==> config.mk <==
export PLATFORM = sky130hd
export DESIGN_NAME = burst2_sram_ctrl
export DESIGN_NICKNAME = d
export VERILOG_FILES = /design/src/rtl/burst2_sram_ctrl.sv
export SDC_FILE = /design/constraint.sdc
export NUM_CORES = 1
export LEC_CHECK = 0
export BUFFER_PORTS_ARGS = -buffer_cell sky130_fd_sc_hd__buf_4
export CORE_ASPECT_RATIO = 2
export CORE_MARGIN = 4
export CORE_UTILIZATION = 34
export CTS_CLUSTER_DIAMETER = 100
export DETAILED_ROUTE_END_ITERATION = 16
export MAX_ROUTING_LAYER = met4
export PLACE_DENSITY = 0.58
export SYNTH_ARGS = -nofsm -noshare
export SYNTH_HDL_FRONTEND = slang
export SYNTH_SLANG_ARGS = --single-unit
==> constraint.sdc <==
create_clock -name clk -period 3.6 [get_ports clk]
set_input_delay 0.36 -clock clk [delete_from_list [all_inputs] [get_ports clk]]
set_output_delay 0.36 -clock clk [all_outputs]
set_load 0.01 [all_outputs]
==> src/rtl/burst2_sram_ctrl.sv <==
module burst2_sram_ctrl #(
  parameter int AW = 20,
  parameter int DW = 18,
  parameter int QD = 4
) (
  input  logic              clk,
  input  logic              rst_n,
  input  logic              dll_off,
  input  logic              req_valid,
  output logic              req_ready,
  input  logic              req_write,
  input  logic [AW-1:0]     req_addr,
  input  logic [2*DW-1:0]   req_wdata,
  input  logic [2*DW/9-1:0] req_be,
  output logic              rsp_valid,
  output logic [2*DW-1:0]   rsp_rdata,
  output logic              mem_ld_n,
  output logic              mem_rw,
  output logic [AW-1:0]     mem_addr,
  output logic [DW/9-1:0]   mem_bws_n_p0,
  output logic [DW/9-1:0]   mem_bws_n_p1,
  output logic              mem_d_oe,
  output logic [DW-1:0]     mem_d_p0,
  output logic [DW-1:0]     mem_d_p1,
  input  logic [DW-1:0]     mem_q_p0,
  input  logic [DW-1:0]     mem_q_p1
);
  localparam int LN = DW / 9;
  localparam int QW = (QD > 1) ? $clog2(QD) : 1;

  logic acc, push, pop, busy, a_off, a_rd;
  logic rd1, rd1_off, rd2, done;
  logic [1:0] wr_hold;
  logic [QW:0] q_cnt;
  logic [QW-1:0] q_wp, q_rp;
  logic [QD-1:0] q_tag;
  logic wst_v;
  logic [DW-1:0] wst_d0, wst_d1, hold0, first_w, second_w;
  logic [LN-1:0] wst_b0, wst_b1;

  assign acc  = req_valid && req_ready;
  assign push = acc && !req_write;
  assign pop  = done;
  assign req_ready = !busy && (req_write ? (wr_hold == 2'd0) : (q_cnt != (QW+1)'(QD)));

  // address slot: one access every other cycle, turnaround after reads
  always_ff @(posedge clk or negedge rst_n) begin
    if (!rst_n) begin
      mem_ld_n <= 1'b1;
      mem_rw   <= 1'b1;
      mem_addr <= '0;
      a_off    <= 1'b0;
      busy     <= 1'b0;
      wr_hold  <= 2'd0;
    end else begin
      mem_ld_n <= !acc;
      busy     <= acc;
      if (acc) begin
        mem_rw   <= !req_write;
        mem_addr <= req_addr;
        a_off    <= dll_off;
      end
      if (push) wr_hold <= 2'd3;
      else if (wr_hold != 2'd0) wr_hold <= wr_hold - 2'd1;
    end
  end

  // write pair, reordered so the addressed word leads
  always_ff @(posedge clk or negedge rst_n) begin
    if (!rst_n) begin
      wst_v        <= 1'b0;
      wst_d0       <= '0;
      wst_d1       <= '0;
      wst_b0       <= '0;
      wst_b1       <= '0;
      mem_d_oe     <= 1'b0;
      mem_d_p0     <= '0;
      mem_d_p1     <= '0;
      mem_bws_n_p0 <= '1;
      mem_bws_n_p1 <= '1;
    end else begin
      wst_v <= acc && req_write;
      if (acc && req_write) begin
        wst_d0 <= req_addr[0] ? req_wdata[2*DW-1:DW] : req_wdata[DW-1:0];
        wst_d1 <= req_addr[0] ? req_wdata[DW-1:0]    : req_wdata[2*DW-1:DW];
        wst_b0 <= req_addr[0] ? req_be[2*LN-1:LN]    : req_be[LN-1:0];
        wst_b1 <= req_addr[0] ? req_be[LN-1:0]       : req_be[2*LN-1:LN];
      end
      mem_d_oe     <= wst_v;
      mem_bws_n_p0 <= wst_v ? ~wst_b0 : '1;
      mem_bws_n_p1 <= wst_v ? ~wst_b1 : '1;
      if (wst_v) begin
        mem_d_p0 <= wst_d0;
        mem_d_p1 <= wst_d1;
      end
    end
  end

  // read return: phase pick depends on the mode latched with the address
  assign a_rd     = !mem_ld_n && mem_rw;
  assign done     = (rd1 && rd1_off) || rd2;
  assign first_w  = rd2 ? hold0    : mem_q_p0;
  assign second_w = rd2 ? mem_q_p0 : mem_q_p1;

  always_ff @(posedge clk or negedge rst_n) begin
    if (!rst_n) begin
      rd1       <= 1'b0;
      rd1_off   <= 1'b0;
      rd2       <= 1'b0;
      hold0     <= '0;
      rsp_valid <= 1'b0;
      rsp_rdata <= '0;
    end else begin
      rd1     <= a_rd;
      rd1_off <= a_off;
      rd2     <= rd1 && !rd1_off;
      if (rd1 && !rd1_off) hold0 <= mem_q_p1;
      rsp_valid <= done;
      if (done) rsp_rdata <= q_tag[q_rp] ? {first_w, second_w} : {second_w, first_w};
    end
  end

  // in-order tag queue of outstanding reads (start-word bit)
  always_ff @(posedge clk or negedge rst_n) begin
    if (!rst_n) begin
      q_tag <= '0;
      q_wp  <= '0;
      q_rp  <= '0;
      q_cnt <= '0;
    end else begin
      if (push) begin
        q_tag[q_wp] <= req_addr[0];
        q_wp <= (q_wp == QW'(QD-1)) ? '0 : q_wp + 1'b1;
      end
      if (pop) q_rp <= (q_rp == QW'(QD-1)) ? '0 : q_rp + 1'b1;
      q_cnt <= q_cnt + (QW+1)'(push) - (QW+1)'(pop);
    end
  end
endmodule

==> out/qor.txt, run 1 <==
Async S/R FF share, synth: 1.00
Yosys cell types: 32
Die W: 119 um
Slew margin rel.: 0.240
Setup TNS: 0 ns
Combinational power share: 0.415
DRT Wirelength: 20.9 mm
WP data arrival: 2.64 ns
Crit share post-route: 0.632
TritonCTS clock tree: done
GPL Wtd Cong: 0.774
Cell leakage power: 0.00514 uW
Die area: 27100 um^2
Vias per cell: 5.08
WL per Instance: 17.2 um
Syn Std Cell Area: 8310 um^2
Seq pwr share: 0.383
DRT Pass-1 Iters: 4
Clock Path Buffers: 2
Net Count, Synth: 854
Top Ports: 202
# rows: 80
Primary FF master, synth: dfrtp_1
Worst Path Max Fanout: 6
Hold Fails Final Rpt: 0
RSZ-0062 raised after global routing: no
Filler cells: 2276
Status: finished clean
Hold/Removal Path Class: input pin to flip-flop
GRT Util Overall: 0.161
Worst Setup End Kind: flip-flop
Final setup fails: 0
Pwr Density: 865 nW/um^2
Post-synth top area cell: dfrtp_1
CP delay by family, top: simple AND/OR/NAND/NOR gates
Slowest stage delay, CP: 0.52 ns
Internal power: 6010 uW
CP bufs+invs: 2
Syn-to-layout area delta: 27.6%
Fin crit period: 2.28 ns
Chip height: 229 um
Post-DRT Antenna Nets: 0
Clock latency on the worst-skew pair: 0.44 ns
Max-slew violations: 0
Seq/Total Area, Yosys: 0.534
CP max stage cell: nor3b_1
H-tree levels: 4
Drt drc: 0
Clock Sinks: 177
Initial drt markers: 376
Crit path launch type: flip-flop
Worst Hold Path Cells: 2
Crit Path Class: flip-flop to flip-flop
Register bit count reported by yosys: 177
Reg clk slew, reported paths: 0.07 ns
Syn. warnings: 0
Worst Reg-to-Reg Cells: 8
Initial antenna violation count: 0
Worst path depth: 8
Grt ovf: 0
Dpl cells: 1184
Fin cells: 1217
Net Sw Frac: 0.345
Peak Freq: 0.439 GHz
Layout cells sized above 1: 0.360
Tightest Pin Transition: 1.14 ns
Post-synth EDFFs: 0
Most frequent cell after synthesis: dfrtp_1
P_sw: 3160 uW
Core ar.: 23900 um^2
Root buf cell: clkbuf_16
ANT cells: 0
DP HPWL: 14.4 mm
Post-synth top area share: 0.515
# resized after CTS: 0
Crit-path cells: nor3b_1 -> nand2_1 -> inv_1 -> ha_1 -> inv_1 -> fa_1 -> xnor2_1 -> xnor2_1
Starting density of the core: 0.347
CTS Buf Count: 17
Synthesized area per cell: 11.2 um^2
First-pass GRT wire length: 33.8 mm
Largest net degree at the start of global routing: 90
Detailed-route via count: 6185
Clk pwr share: 0.202
Number of global-route vias before repair: 6280
Maxcap violations: 0
Area contributors post-synth: dfrtp_1, mux2_2, mux2i_1, a221o_1, o311ai_0
Worst VDD drop: 413 uV
Port Buffers: 201
Clock skew: 0.00688 ns
Nets@finish: 1027
Syn Inst Count: 744
Required time of the critical path: 3.96 ns
Top cells by count, synth: dfrtp_1, nor2_1, mux2_2, inv_1, nand2_1
cells in the final DEF (no fill, tap or decap), drive strengths merged:
master	Yosys	layout
clkinv	0	6
o2111a	1	1
a21oi	36	36
inv	50	55
o311ai	36	36
or3b	1	1
dlygate4sd3	0	1
nand4b	1	1
dfrtp	171	171
nand2b	38	38
a221o	36	36
dfstp	6	6
mux2i	40	40
mux4	1	1
o211ai	1	1
nand3	4	4
nand2	48	48
clkinvlp	0	2
bufinv	0	2
xnor2	2	2
o21ai	42	42
a21o	1	1
ha	8	8
buf	17	210
nor3b	1	1
xor2	1	1
clkbuf	41	18
fa	1	1
mux2	83	83
nor2	76	76
and2	1	1
metal layers:
metal,GRT usage,wire (um),vias up
met5,-,0,-
met4,0.0624,407,0
met3,0.0437,1270,20
met2,0.278,10900,182
met1,0.177,8320,3027
li1,-,-,2956
power by group through the flow:
stage	clock network, uW	logic (uW)	registers (uW)
after floorplan	0	2260	3640
after global placement	0	3790	3530
after detailed placement	0	3860	3550
after CTS	1920	3880	3520
after global routing	2010	4240	3650
final	1860	3800	3510
final timing paths:
path | startpoint | to | slack [ns]
min in group asynchronous | rst_n | wst_d0[11] | 0.50
setup / recovery | busy | q_cnt[2] | 1.32
max in group asynchronous | rst_n | mem_bws_n_p0[1] | 2.18
setup reg to reg | busy | q_cnt[2] | 1.32
hold / removal | req_addr[10] | mem_addr[10] | 0.15
hold reg to reg | a_off | rd1_off | 0.38
per-stage QoR:
step                       util  hold WS, ns  power [uW]  worst slack, ns  instance area [um^2]
after detailed placement  0.418        0.373        7410             1.20                 10000
after global routing      0.443        0.126        9890             1.09                 10600
after CTS                 0.443        0.115        9330             1.29                 10600
final                     0.443        0.145        9170             1.32                 10600
after global placement    0.418        0.368        7330             1.30                 10000
after floorplan               -       0.0644        5900             1.50                  8310
flip-flops by register name, indices dropped and copies added (netlist names), 2 cells and up:
signal and cells:
wr_hold 2, q_rp 2, mem_d_p1 18, hold0 18
mem_d_p0 18, wst_d0 18, wst_b1 2, mem_bws_n_p1 2
rsp_rdata 36, mem_bws_n_p0 2, q_wp 2, q_tag 4
wst_d1 18, mem_addr 20, wst_b0 2, q_cnt 3
final cells by class:
| cell class | instances | area [um^2] | area share |
|---|---|---|---|
| Clock inverter | 15 | 156 | 0.0148 |
| Tap cell | 287 | 359 | 0.0339 |
| Sequential cell | 177 | 4440 | 0.419 |
| Multi-Input combinational cell | 459 | 3420 | 0.322 |
| Clock buffer | 17 | 425 | 0.0401 |
| Inverter | 50 | 188 | 0.0177 |
| Timing Repair Buffer | 212 | 1610 | 0.152 |
kinds of logic after synthesis:
family,synth area share
xor+xnor,0.00316
buf+inv,0.0547
fa+ha+maj,0.0145
simple gates,0.0908
mux,0.171
flops,0.534
compound gates,0.132
what timing repair did:
action | CTS | global route
hold buffers | 1 | 0
hold endpoints to repair | 6 | 0
buffers inserted | 0 | 0
Power figures use the tool's default switching activity.
==> inputs of run 2 (changes only) <==
- PLACE_DENSITY: 0.58 -> 0.6
- clock period: 3.6 -> 2.05 ns (I/O delays scaled with it)
==> out/qor.txt, run 2 (synthesized netlist as in run 1, its figures left out) <==
Commonest non-fill, non-tap cells in the layout: buf_4, dfrtp_1, nor2_1
WL per Instance: 16.6 um (-3.5%)
Worst VDD drop: 913 uV (+120%)
Starting density of the core: 0.347 (unchanged)
Crit share post-route: 0.949 (+0.317)
Worst Hold Launch: mem_q_p1[8]
DP HPWL: 14.3 mm (-0.69%)
Dpl cells: 1191 (+0.59%)
Hold Fails Final Rpt: 0 (unchanged)
CTS Buf Count: 17 (unchanged)
Max FFs per register: 36 (unchanged)
Worst Reg-to-Reg Cells: 8 (unchanged)
Vias per cell: 5.04 (-0.91%)
# rows: 80 (unchanged)
Core ar.: 23900 um^2 (unchanged)
CP max stage cell: dfrtp_4
Grt ovf: 0 (unchanged)
Status: finished clean
Placed cell areas: 10100 um^2 (+1.3%)
Syn-to-layout area delta: 33.6%
Final Cell Area: 11100 um^2 (+4.7%)
Pwr Density: 1470 nW/um^2 (+70%)
Hold/Removal Path Class: input pin to flip-flop
Max-slew violations: 0 (unchanged)
Top Ports: 202 (unchanged)
Required time of the critical path: 2.41 ns (-1.55 ns)
Layout cells sized above 1: 0.353 (-0.00703)
Critical R2R Launch: rd2
Worst Path Max Fanout: 2 (-4)
Number of global-route vias before repair: 6517 (+3.8%)
Filler cells: 2257 (-0.83%)
Drt drc: 0 (unchanged)
Worst Hold Path Cells: 2 (unchanged)
ANT cells: 0 (unchanged)
DRT Pass-1 Iters: 4 (unchanged)
Worst Setup End Kind: flip-flop
Port Buffers: 201 (unchanged)
Chip height: 229 um (unchanged)
Slew margin rel.: 0.609 (+0.369)
Die area: 27100 um^2 (unchanged)
R2r setup slk: 0.10 ns (-1.22 ns)
Cell leakage power: 0.00535 uW (+4.2%)
CP bufs+invs: 2 (unchanged)
DRT Wirelength: 20.9 mm (about the same)
Maxcap violations: 0 (unchanged)
Clock skew: 0.00811 ns (+0.00123 ns)
Initial antenna violation count: 0 (unchanged)
Final setup fails: 0 (unchanged)
Slowest stage delay, CP: 0.49 ns (-0.03 ns)
Fin crit period: 1.95 ns (-0.330 ns)
Root buf cell: clkbuf_16
Largest net degree at the start of global routing: 145 (+61%)
RSZ-0062 raised after global routing: no
Die W: 119 um (unchanged)
Fin cells: 1261 (+3.6%)
Clock latency on the worst-skew pair: 0.44 ns (about the same)
Biggest register: rsp_rdata
Biggest registers after layout: rsp_rdata: 36 flops, mem_addr: 20 flops
Peak Freq: 0.514 GHz (+17%)
Clock Path Buffers: 2 (unchanged)
Dpl ws: 0.0961 ns (-1.10 ns)
Hold EP: hold0[8]
Post-DRT Antenna Nets: 0 (unchanged)
GRT Util Overall: 0.165 (+0.00327)
R2R Path End: q_cnt[2]
GPL Wtd Cong: 0.800 (+3.4%)
Crit-path cells: a21o_1 -> ha_1 -> inv_1 -> ha_1 -> inv_1 -> fa_1 -> xnor2_1 -> xnor2_1
TritonCTS clock tree: done
Reg clk slew, reported paths: 0.07 ns (about the same)
Tightest Pin Transition: 0.579 ns (-0.561 ns)
H-tree levels: 4 (unchanged)
Crit Path Class: flip-flop to flip-flop
Detailed-route via count: 6350 (+2.7%)
Crit path launch type: flip-flop
WP data arrival: 2.31 ns (-0.33 ns)
Most common cell after layout, fill and taps aside: buf_4
First-pass GRT wire length: 34.4 mm (+1.9%)
Initial drt markers: 263 (-30%)
Clock Sinks: 177 (unchanged)
Power Total: 16300 uW (+78%)
Setup TNS: 0 ns (unchanged)
Worst setup slack after layout: 0.104 ns (-1.22 ns)
Nets@finish: 1071 (+4.3%)
CP delay by family, top: adder cells
run 2: power breakdown:
| group | switching [uW] | internal [uW] |
|---|---|---|
| logic | 3180 | 3730 |
| registers | 933 | 5170 |
| clock network | 1520 | 1750 |
| total | 5630 | 10700 |
run 2: area by class of cell:
| type | instances | area (um^2) | area share |
|---|---|---|---|
| Multi-Input combinational cell | 459 | 3420 | 0.308 |
| Sequential cell | 177 | 4440 | 0.400 |
| Clock buffer | 18 | 439 | 0.0396 |
| Clock inverter | 14 | 144 | 0.0130 |
| Tap cell | 287 | 359 | 0.0324 |
| Inverter | 50 | 188 | 0.0169 |
| Timing Repair Buffer | 256 | 2110 | 0.190 |
run 2: layer usage:
layer  global-route usage  wire (um)  share of wire  vias to the layer above
li1                     -          -              -                     3050
met1                0.175       8140           0.39                     3103
met2                0.293      11300           0.54                      176
met3               0.0447       1170          0.056                       21
met4               0.0566        362          0.017                        0
met5                    -          0              0                        -
run 2: per-stage QoR:
| stage | hold WS, ns | util |
|---|---|---|
| global route | 0.00503 | 0.464 |
| detailed placement | 0.128 | 0.424 |
| CTS | 0.00296 | 0.464 |
| global placement | 0.134 | 0.424 |
| finish | 0.0326 | 0.464 |
| floorplan | -0.0906 | - |
run 2: worst max path at each step:
stage / start / to / slack (ns) / cells past startpoint
floorplan: rd2 / q_cnt[2] / 0.007 / 10
global placement: rd2 / q_cnt[2] / 0.16 / 8
detailed placement: rd2 / q_cnt[2] / 0.1 / 8
CTS: q_cnt[0] / req_ready / 0.03 / 5
global route: rd2 / q_cnt[2] / 0.01 / 8
finish: rd2 / q_cnt[2] / 0.10 / 8
run 2: repair_timing:
action                                 CTS  global route
resized for setup                        1             1
hold buffers                            37             0
setup endpoints to repair                1             1
endpoints found under the hold margin   68             0
buffers inserted                         1             0
run 2: worst register-to-register path, delay by kind of cell (launching register included):
kind | cells | cell delay, ns
AO/OA/AOI/OAI | 1 | 0.18
XOR/XNOR | 2 | 0.33
adder cells (fa/ha/maj) | 3 | 0.76
buffers and inverters | 2 | 0.10
flip-flops | 1 | 0.49
==> inputs of run 3 (changes only) <==
- CORE_ASPECT_RATIO: 2 -> 1.2
- CORE_UTILIZATION: 34 -> 49
- PLACE_DENSITY: 0.6 -> 0.8
==> out/qor.txt, run 3 (synthesized netlist as in run 1, its figures left out) <==
Final setup fails: 0 (unchanged)
Vias per cell: 5.40 (+7.2%)
Grt ovf: 0 (unchanged)
DP HPWL: 13.0 mm (-9.6%)
Placed cell areas: 10000 um^2 (-0.83%)
Max-slew violations: 0 (unchanged)
Tightest Pin Transition: 0.751 ns (+0.172 ns)
CTS Buf Count: 17 (unchanged)
DRT Wirelength: 19.1 mm (-8.6%)
Slowest stage delay, CP: 0.49 ns (about the same)
Starting density of the core: 0.504 (+0.157)
Layout cells sized above 1: 0.361 (+0.00770)
Hold/Removal Path Class: input pin to flip-flop
Clock Path Buffers: 2 (unchanged)
Max FFs per register: 36 (unchanged)
Nets@finish: 1053 (-1.7%)
Crit path launch type: flip-flop
WL per Instance: 16.4 um (-1.3%)
Cell leakage power: 0.00529 uW (-1.1%)
Dpl ws: 0.0398 ns (-0.0564 ns)
Commonest non-fill, non-tap cells in the layout: buf_4, dfrtp_1, nor2_1
Highest metal used: met4
Crit Path Class: flip-flop to flip-flop
Post-DRT Antenna Nets: 0 (unchanged)
Met3 wire length: 1.38 mm (+18%)
TritonCTS clock tree: done
Reg clk slew, reported paths: 0.07 ns (about the same)
Root buf cell: clkbuf_16
Clock skew: 0.0109 ns (+0.00274 ns)
H-tree levels: 4 (unchanged)
ANT cells: 0 (unchanged)
Worst Path Max Fanout: 2 (unchanged)
Number of global-route vias before repair: 6316 (-3.1%)
Worst Setup End Kind: flip-flop
Drt drc: 0 (unchanged)
Crit share post-route: 0.956 (+0.00678)
Detailed-route via count: 6306 (-0.69%)
Pwr Density: 1500 nW/um^2 (+1.9%)
# rows: 51 (-36%)
CP delay by family, top: adder cells
GRT Util Overall: 0.210 (+0.0454)
Biggest registers after layout: rsp_rdata: 36 flops, mem_addr: 20 flops
Peak Freq: 0.510 GHz (-0.71%)
Worst setup slack after layout: 0.0897 ns (-0.0139 ns)
Hold Fails Final Rpt: 0 (unchanged)
Maxcap violations: 0 (unchanged)
CP max stage cell: dfrtp_4
Detailed route wirelength on metal2: 9.45 mm (-16%)
Biggest register: rsp_rdata
Required time of the critical path: 2.38 ns (-0.03 ns)
Status: finished clean
Fin crit period: 1.96 ns (+0.0139 ns)
Clock latency on the worst-skew pair: 0.42 ns (-0.02 ns)
RSZ-0062 raised after global routing: yes
Metal-1 WL: 8.09 mm (-0.60%)
Worst VDD drop: 876 uV (-4.0%)
Most common cell after layout, fill and taps aside: buf_4
Die W: 127 um (+7.0%)
CP bufs+invs: 2 (unchanged)
Chip height: 151 um (-34%)
First-pass GRT wire length: 31.5 mm (-8.5%)
Initial antenna violation count: 0 (unchanged)
Port Buffers: 201 (unchanged)
Top Ports: 202 (unchanged)
Final Cell Area: 10900 um^2 (-2.1%)
Crit-path cells: a21o_1 -> ha_1 -> inv_1 -> ha_1 -> inv_1 -> fa_2 -> xnor2_2 -> xnor2_1
Clock Sinks: 177 (unchanged)
DRT Pass-1 Iters: 6 (+2)
Syn-to-layout area delta: 30.7%
Postcts setup bufs: 0 (-1)
Post-Route Utilization: 0.660 (+0.196)
Die area: 19100 um^2 (-30%)
WP data arrival: 2.29 ns (-0.02 ns)
Largest net degree at the start of global routing: 145 (unchanged)
Slew margin rel.: 0.499 (-0.110)
Core ar.: 16500 um^2 (-31%)
Initial drt markers: 382 (+45%)
GPL Wtd Cong: 0.766 (-4.3%)
==> run 3: cell count changes in the layout (fill, tap and decap cells not counted), sizes merged <==
cell	before	now
clkinv	3	6
dlygate4sd3	37	20
inv	59	57
clkbuf	19	17
==> run 3: metrics by stage <==
| step | TNS [ns] | cells | total power, uW | hold slack (ns) |
|---|---|---|---|---|
| detailed placement | 0 | 1116 | 13000 | 0.140 |
| CTS | 0 | 1168 | 16400 | 0.00181 |
| global placement | 0 | 1116 | 12800 | 0.142 |
| finish | 0 | 1168 | 16200 | 0.0272 |
| global route | -0.0714 | 1168 | 17500 | 0.00619 |
| floorplan | 0 | 744 | 10400 | -0.0906 |
==> run 3: area by class of cell <==
cell class	instances	area [um^2]
Timing Repair Buffer	238	1940
Inverter	50	188
Clock buffer	17	425
Tap cell	212	265
Sequential cell	177	4440
Fill cell	1265	5600
Multi-Input combinational cell	459	3430
Clock inverter	15	171
==> run 3: layer usage <==
metal | track usage | vias up
li1 | - | 3010
met1 | 0.266 | 3075
met2 | 0.336 | 203
met3 | 0.0589 | 18
met4 | 0.0536 | 0
met5 | - | -
==> run 3: repair_timing <==
item / CTS / global route
setup endpoints to repair: 0 / 15
hold buffers: 20 / 0
endpoints found under the hold margin: 54 / 0
resized for setup: 0 / 3
==> run 3: path summary, 6_finish.rpt <==
check	depth (start not counted)	start	end	slack (ns)
setup reg to reg	8	rd2	q_cnt[2]	0.09
max in group asynchronous	3	rst_n	mem_bws_n_p1[1]	1.10
hold reg to reg	1	wst_b1[0]	mem_bws_n_p1[0]	0.39
setup / recovery	8	rd2	q_cnt[2]	0.09
min in group asynchronous	2	rst_n	hold0[12]	0.26
hold / removal	2	req_addr[1]	mem_addr[1]	0.03
==> run 3: power by group <==
| part | internal, uW | switching, uW | total [uW] |
|---|---|---|---|
| Combinational | 3710 | 3160 | 6870 |
| Sequential | 5180 | 958 | 6130 |
| Clock | 1740 | 1490 | 3240 |
| Total | 10600 | 5610 | 16200 |
==> run 3: worst reg2reg max path, cell delays in order (launching register included) <==
cell     delay (ns)
dfrtp_4        0.49
a21o_1         0.18
ha_1           0.28
inv_1          0.06
ha_1           0.14
inv_1          0.05
fa_2           0.35
xnor2_2        0.15
xnor2_1        0.19
